`src/rtl/faultlatch_pkg.sv`:
```
package faultlatch_pkg;
  // Strobes from control to the status store
  typedef struct packed {
    logic clrAll;  // apply clear-all on this edge
    logic arm;     // well-formed frame ended
  } faultStrobe_t;
endpackage

```
`src/rtl/fault_ctrl.sv`:
```
module fault_ctrl
  import faultlatch_pkg::*;
(
  input  logic         clk,
  input  logic         rstN,
  input  logic         frameEnd,
  input  logic         frameOk,
  input  logic         clrReq,
  input  logic         csN,
  input  logic         summaryBit,
  output faultStrobe_t strobe,
  output logic         armed,
  output logic         sdoEn,
  output logic         sdo
);
  always_comb begin
    strobe.arm    = frameEnd & frameOk;
    strobe.clrAll = frameEnd & frameOk & clrReq;
  end

  always_ff @(posedge clk or negedge rstN) begin
    if (!rstN)          armed <= 1'b0;
    else if (strobe.arm) armed <= 1'b1;
  end

  assign sdoEn = ~csN;
  assign sdo   = ~csN & summaryBit;

  // once armed, stays armed
  p_arm_sticky_r9: assert property (@(posedge clk) disable iff (!rstN)
    armed |=> armed);
  // arming only after a well-formed frame end
  p_arm_needs_frame_r9: assert property (@(posedge clk) disable iff (!rstN)
    (!armed && !(frameEnd && frameOk)) |=> !armed);
  // serial line quiet when not selected
  p_sdo_quiet_r10: assert property (@(posedge clk) disable iff (!rstN)
    csN |-> (!sdoEn && !sdo));
endmodule

```
`src/rtl/fault_store.sv`:
```
module fault_store
  import faultlatch_pkg::*;
#(
  parameter int NUM_OUT = 11,
  parameter int STAT_W  = 24
) (
  input  logic               clk,
  input  logic               rstN,
  input  logic [NUM_OUT-1:0] ocEvt,
  input  logic [NUM_OUT-1:0] olEvt,
  input  logic               twEvt,
  input  logic               tsdEvt,
  input  logic [NUM_OUT-1:0] recovEn,
  input  faultStrobe_t       strobe,
  input  logic               armed,
  output logic [STAT_W-1:0]  statA,
  output logic [STAT_W-1:0]  statB,
  output logic [NUM_OUT-1:0] outInhibit,
  output logic               hiZ,
  output logic               nFault
);
  localparam int TW_POS  = NUM_OUT + 1;
  localparam int TSD_POS = NUM_OUT + 2;

  logic [NUM_OUT-1:0] ocLat, olLat, ocNow;
  logic               twLat, tsdLat;

  always_ff @(posedge clk or negedge rstN) begin
    if (!rstN) begin
      ocLat  <= '0;
      olLat  <= '0;
      ocNow  <= '0;
      twLat  <= 1'b0;
      tsdLat <= 1'b0;
    end else begin
      ocLat  <= (strobe.clrAll ? '0   : ocLat)  | ocEvt;
      olLat  <= (strobe.clrAll ? '0   : olLat)  | olEvt;
      twLat  <= (strobe.clrAll ? 1'b0 : twLat)  | twEvt;
      tsdLat <= (strobe.clrAll ? 1'b0 : tsdLat) | tsdEvt;
      ocNow  <= ocEvt;
    end
  end

  assign nFault = ~(|ocLat | |olLat | twLat | tsdLat);
  assign hiZ    = tsdLat;

  always_comb begin
    statA = '0;
    statB = '0;
    statA[0] = nFault;
    statB[0] = nFault;
    statA[TW_POS]  = twLat;
    statA[TSD_POS] = tsdLat;
    for (int i = 0; i < NUM_OUT; i++) begin
      statA[i+1] = ocLat[i];
      statB[i+1] = olLat[i];
    end
  end

  for (genvar g = 0; g < NUM_OUT; g++) begin : gOut
    assign outInhibit[g] = ~armed | (recovEn[g] ? ocNow[g] : ocLat[g]);

    // a new event is visible after the edge, even with a clear
    p_evt_wins_r8: assert property (@(posedge clk) disable iff (!rstN)
      ocEvt[g] |=> statA[g+1]);
    // latched over-current without recovery keeps the output off
    p_oc_hold_r4: assert property (@(posedge clk) disable iff (!rstN)
      (statA[g+1] && !recovEn[g]) |-> outInhibit[g]);
    // a clear with no new event drops the bit
    p_clear_r7: assert property (@(posedge clk) disable iff (!rstN)
      (strobe.clrAll && !ocEvt[g]) |=> !statA[g+1]);
  end

  // shutdown raises high impedance
  p_tsd_hiz_r6: assert property (@(posedge clk) disable iff (!rstN)
    tsdEvt |=> hiZ);
  // summary high only when no event bit set
  p_summary_r3: assert property (@(posedge clk) disable iff (!rstN)
    nFault |-> (statA[STAT_W-1:1] == '0 && statB[STAT_W-1:1] == '0));
endmodule

```
`src/rtl/drv_fault_latch.sv`:
```
module drv_fault_latch
  import faultlatch_pkg::*;
#(
  parameter int NUM_OUT = 11,
  parameter int STAT_W  = 24
) (
  input  logic               clk,
  input  logic               rstN,
  input  logic [NUM_OUT-1:0] ocEvt,
  input  logic [NUM_OUT-1:0] olEvt,
  input  logic               twEvt,
  input  logic               tsdEvt,
  input  logic [NUM_OUT-1:0] recovEn,
  input  logic               frameEnd,
  input  logic               frameOk,
  input  logic               clrReq,
  input  logic               csN,
  output logic [STAT_W-1:0]  statA,
  output logic [STAT_W-1:0]  statB,
  output logic [NUM_OUT-1:0] outInhibit,
  output logic               hiZ,
  output logic               nFault,
  output logic               sdoEn,
  output logic               sdo
);
  faultStrobe_t strobe;
  logic         armed;

  fault_ctrl i_ctrl (
    .clk(clk), .rstN(rstN), .frameEnd(frameEnd), .frameOk(frameOk),
    .clrReq(clrReq), .csN(csN), .summaryBit(nFault), .strobe(strobe),
    .armed(armed), .sdoEn(sdoEn), .sdo(sdo)
  );

  fault_store #(.NUM_OUT(NUM_OUT), .STAT_W(STAT_W)) i_store (
    .clk(clk), .rstN(rstN), .ocEvt(ocEvt), .olEvt(olEvt), .twEvt(twEvt),
    .tsdEvt(tsdEvt), .recovEn(recovEn), .strobe(strobe), .armed(armed),
    .statA(statA), .statB(statB), .outInhibit(outInhibit), .hiZ(hiZ),
    .nFault(nFault)
  );
endmodule

```
`config.mk`:
```
export PLATFORM = sky130hd
export DESIGN_NAME = drv_fault_latch
export DESIGN_NICKNAME = d
export VERILOG_FILES = /design/src/rtl/faultlatch_pkg.sv /design/src/rtl/fault_ctrl.sv /design/src/rtl/fault_store.sv /design/src/rtl/drv_fault_latch.sv
export SDC_FILE = /design/constraint.sdc
export NUM_CORES = 1
export LEC_CHECK = 0
export ABC_AREA = 1
export CORE_MARGIN = 3
export CORE_UTILIZATION = 25
export DETAILED_ROUTE_END_ITERATION = 8
export HOLD_SLACK_MARGIN = 0.08
export PLACE_DENSITY = 0.6
export SLEW_MARGIN = 25
export SYNTH_ARGS = -nofsm -noshare
export SYNTH_HDL_FRONTEND = slang
export SYNTH_SLANG_ARGS = --single-unit
```
`constraint.sdc`:
```
create_clock -name clk -period 1.24 [get_ports clk]
set_input_delay 0.248 -clock clk [delete_from_list [all_inputs] [get_ports clk]]
set_output_delay 0.248 -clock clk [all_outputs]
set_load 0.01 [all_outputs]
```
# [After elaboration in Yosys (flattened, before gate mapping)]
# Index checks and enable logic that the tools add are counted.
[op_classes] mux=15 bitwise=24 reduce_logical=2
[op_table] operator="2-to-1 mux 11 bit" n=2
[op_table] operator="bitwise OR 11 bit" n=2
[op_table] operator="OR reduction 11 bit" n=2
[op_table] operator="bitwise OR 1 bit" n=16
[op_table] operator="2-to-1 mux 1 bit" n=13
[op_table] operator="bitwise AND 1 bit" n=3
[op_table] operator="NOT 1 bit" n=3
[totals] reg_bits=36 in_bits=41 wordCells=47

# [Longest topological paths before layout]
[depth] word_depth=6 ltp_mapped=6

# [By module]
# Synthesis repeated with hierarchy kept, for this count alone.
[unflattened] cells_unflattened=166 area_unflattened_um2=1644.1
[modules_own_cells] mod="fault_store" instances=1 cells_each=156 area_per_inst_um2=1580.3
[modules_own_cells] mod="fault_ctrl" instances=1 cells_each=10 area_per_inst_um2=63.8

# [Worst setup path after synthesis]
# Ideal clock, no wire load.
[synth_path] path_kind="reg-to-output" start="register i_store.ocLat[8]" end="output port statA[0]" arrival_time_ps=1000 path_slack_ps=-8 stages_incl_launch_ff=7 n_path_buf=1 cell_sequence="dfrtp_1 nor2_1 nand2_1 nor2_1 nand3_1 inv_1 buf_4"
[synth_via] elab_chain_len=5
[synth_lines] element="from (decl)" line_no="fault_store.sv:25" source="logic [NUM_OUT-1:0] ocLat, olLat, ocNow;"
[synth_lines] element="from (signal assigned)" line_no="fault_store.sv:36" source="ocLat <= (strobe.clrAll ? '0 : ocLat) | ocEvt;"
[synth_lines] element="OR reduction 11 bit" line_no="fault_store.sv:44" source="assign nFault = ~(|ocLat | |olLat | twLat | tsdLat);"
[synth_lines] element="bitwise OR 1 bit (3 in a row)" line_no="fault_store.sv:44"
[synth_lines] element="NOT 1 bit" line_no="fault_store.sv:44"
[synth_lines] element="to (decl)" line_no="drv_fault_latch.sv:18" source="output logic [STAT_W-1:0] statA,"
# No other way between the ends.

# [Worst setup path in the final report]
[layout_path] start="register i_store.ocLat[1]" end="output port statA[0]"
# The elaborated chain is that of the path after synthesis.

==> impl_metrics.tcl <==
set metrics [dict create \
    area_growth_pct 68.1 \
    initial_cell_density_of_the_core_pct 26.7 \
    antenna_cells 0 \
    route.vias.total 1407 \
    finalMaxSlewViolations 0 \
    die_area_um2 7560 \
    status "finished, violations left" \
    report.final.hold_viol_count 0 \
    arrival_ns 1.30 \
    post_synth_inst_count 166 \
    clock_latency_ns 0.27 \
    multi_input_area_um2 541 \
    post_synth.cell_area_avg_um2 9.87 \
    cts_tree "yes" \
    n_fill_cell 629 \
    postLayoutSetupSlackWorst_ns -0.310 \
    die_w_um 87.0 \
    first_pass_grt_wire_length_um 6500 \
    netlist-cell-type-count 15 \
    max_freq_ghz 0.645 \
    layout_common_cells "sky130_fd_sc_hd__clkdlybuf4s50_1 (39), sky130_fd_sc_hd__dfrtp_1 (36), sky130_fd_sc_hd__buf_2 (31), sky130_fd_sc_hd__buf_4 (31), sky130_fd_sc_hd__inv_1 (24)" \
    number_of_maximum_capacitance_constraint_violations 0 \
    dp_cells 348 \
    mostFrequentLayoutCell "sky130_fd_sc_hd__clkdlybuf4s50_1" \
    failed_checks "negative setup slack" \
    largest_cells_by_area_after_synthesis "sky130_fd_sc_hd__dfrtp_1 (55%), sky130_fd_sc_hd__buf_4 (12%), sky130_fd_sc_hd__o21bai_1 (10%)" \
    power_density_nw_per_um2 922 \
    tns_ns -3.24 \
    power.total_mw 2.54 \
    final_layout_size_suffix_gt1_share_pct 37.8 \
    gpl.final_weighted_congestion 0.673 \
    routed_wire_length_per_instance_um 11.3 \
    post-route-period-util_pct 125 \
    worst_hold_path_type "input pin to async pin" \
    yosysTopAreaCell "sky130_fd_sc_hd__dfrtp_1" \
    power.static_leakage_nw 1.41 \
    postRouteWirelength_um 4060 \
    unrepaired_setup_endpoints_after_global_routing "true" \
    layout.cells.non_filler 361 \
    fin_worst_skew_ns 0 \
    synth_top_area_share_pct 55.0 \
    grt_use_total_pct 11.2 \
    final_period_minus_worst_setup_slack_ns 1.55 \
    crit_type "flip-flop to primary output" \
    cts-buffers-inserted 5 \
    final_nets 327 \
    timing.critical_path.from_type "flip-flop" \
    vias_per_cell 3.90 \
    synth.ff_latch_count 36 \
    crit_required_ns 0.99 \
    fp.dieH_um 87.0 \
    finalSetupViolCount 15 \
    remaining_drc_errors 0 \
    dr.pass1.iters 4 \
    core-area_um2 6130 \
    grt_overflow 0 \
    vdd_ir_drop_max_mv 0.659 \
    io_pins 104 \
    num_rows 28 \
    cts.path.max_buffers 2 \
    cp-end-kind "primary output" \
    seq_area_frac_synth_pct 55.0 \
    timing.critical_path.fanout_max 3 \
    h-tree-depth 2 \
    port_buffers 81 \
    grt_start_max_net_pins 25 \
    drt_iter0_markers 21 \
    synthesis.area_um2 1640 \
    postRouteAntennaNets 0 \
    yosys_warnings 0 \
    grt_pass1_vias 1351 \
    clock_transition_at_the_register_clock_pins_on_the_worst_setup_and_hold_paths_after_cts_ns 0.07 \
    seqCellArea_um2 901 \
    dp.final_hpwl_um 3140 \
    post-route-cell-area_um2 2760 \
    clock-sinks 36 \
    root_buffer "sky130_fd_sc_hd__clkbuf_8" \
    antenna_found_initial 0 \
    postPlaceCellArea_um2 2690 \
]
final cells by class:
cell class                      count  area share [%]
Clock buffer                        6            2.63
Clock inverter                      1           0.182
Inverter                           28            3.81
Multi-Input combinational cell     94            19.6
Sequential cell                    36            32.7
Tap cell                           75            3.41
Timing Repair Buffer              121            37.6
kinds of logic (layout without fill, tap and decap cells):
kind of cell	after synthesis	count (layout)	share of synthesized area (%)
buffers and inverters	57	156	20.0
flip-flops	36	36	55.0
AND/OR/NAND/NOR	26	26	6.64
AO/OA/AOI/OAI	46	46	18.2
other	1	22	0.229
per-stage QoR:
step / setup WS [ns] / utilization [%] / hold WS, ns
floorplan: 0.0269 / - / -0.0476
finish: -0.310 / 44.9 / 0.404
global route: -0.451 / 44.9 / 0.412
detailed placement: -0.499 / 43.8 / 0.180
global placement: -0.480 / 43.8 / 0.176
CTS: -0.337 / 44.1 / 0.411
routing by layer:
layer | vias up | global-route usage, % | wire length [um]
met5 | - | 0 | 0
met4 | 0 | 3.82 | 36
met3 | 5 | 3.78 | 364
met2 | 61 | 18.2 | 2010
met1 | 627 | 13.9 | 1650
li1 | 714 | - | -
synth_stat cells (all sizes together):
master  instances
dfrtp          36
buf            29
inv            28
o21bai         24
nor2           17
a21oi          11
o21ai          11
nand2           8
conb            1
nand3           1
registers in the layout, summed over array words and instances (netlist names):
register	count
i_ctrl.armed	1
i_store.twLat	1
i_store.ocLat	11
i_store.hiZ	1
i_store.ocNow	11
i_store.olLat	11
worst max-delay path, cell delays in order (launching register included):
cell and delay, ns:
sky130_fd_sc_hd__dfrtp_1 0.38, sky130_fd_sc_hd__nor2_1 0.11, sky130_fd_sc_hd__nand2_1 0.08, sky130_fd_sc_hd__nor2_2 0.13
sky130_fd_sc_hd__nand3_2 0.11, sky130_fd_sc_hd__inv_2 0.09, sky130_fd_sc_hd__buf_2 0.13
power by group:
group,internal [mW],switching [mW]
sequential,1.23,0.0275
clock,0.381,0.379
combinational,0.297,0.223
what timing repair did:
action	4_1_cts	5_1_grt
pin swaps	3	2
buffers inserted	9	4
hold buffers	1	0
endpoints found under the hold margin	13	0
resized for setup	195	9
setup endpoints to repair	41	18
worst paths after layout:
kind	to	startpoint	slack [ns]	cells past startpoint
min in group clk	i_store.ocNow[3]$_DFF_PN0_	ocEvt[3]	0.43	1
hold / removal	i_store.olLat[5]$_DFF_PN0_	rstN	0.40	2
setup reg to reg	i_store.ocLat[1]$_DFF_PN0_	i_store.ocLat[1]$_DFF_PN0_	0.37	4
hold reg to reg	i_store.olLat[4]$_DFF_PN0_	i_store.olLat[4]$_DFF_PN0_	0.63	3
max in group asynchronous	i_store.olLat[6]$_DFF_PN0_	rstN	0.40	3
setup / recovery	statA[0]	i_store.ocLat[1]$_DFF_PN0_	-0.31	6
No activity file was read; power rests on OpenSTA's default activity.
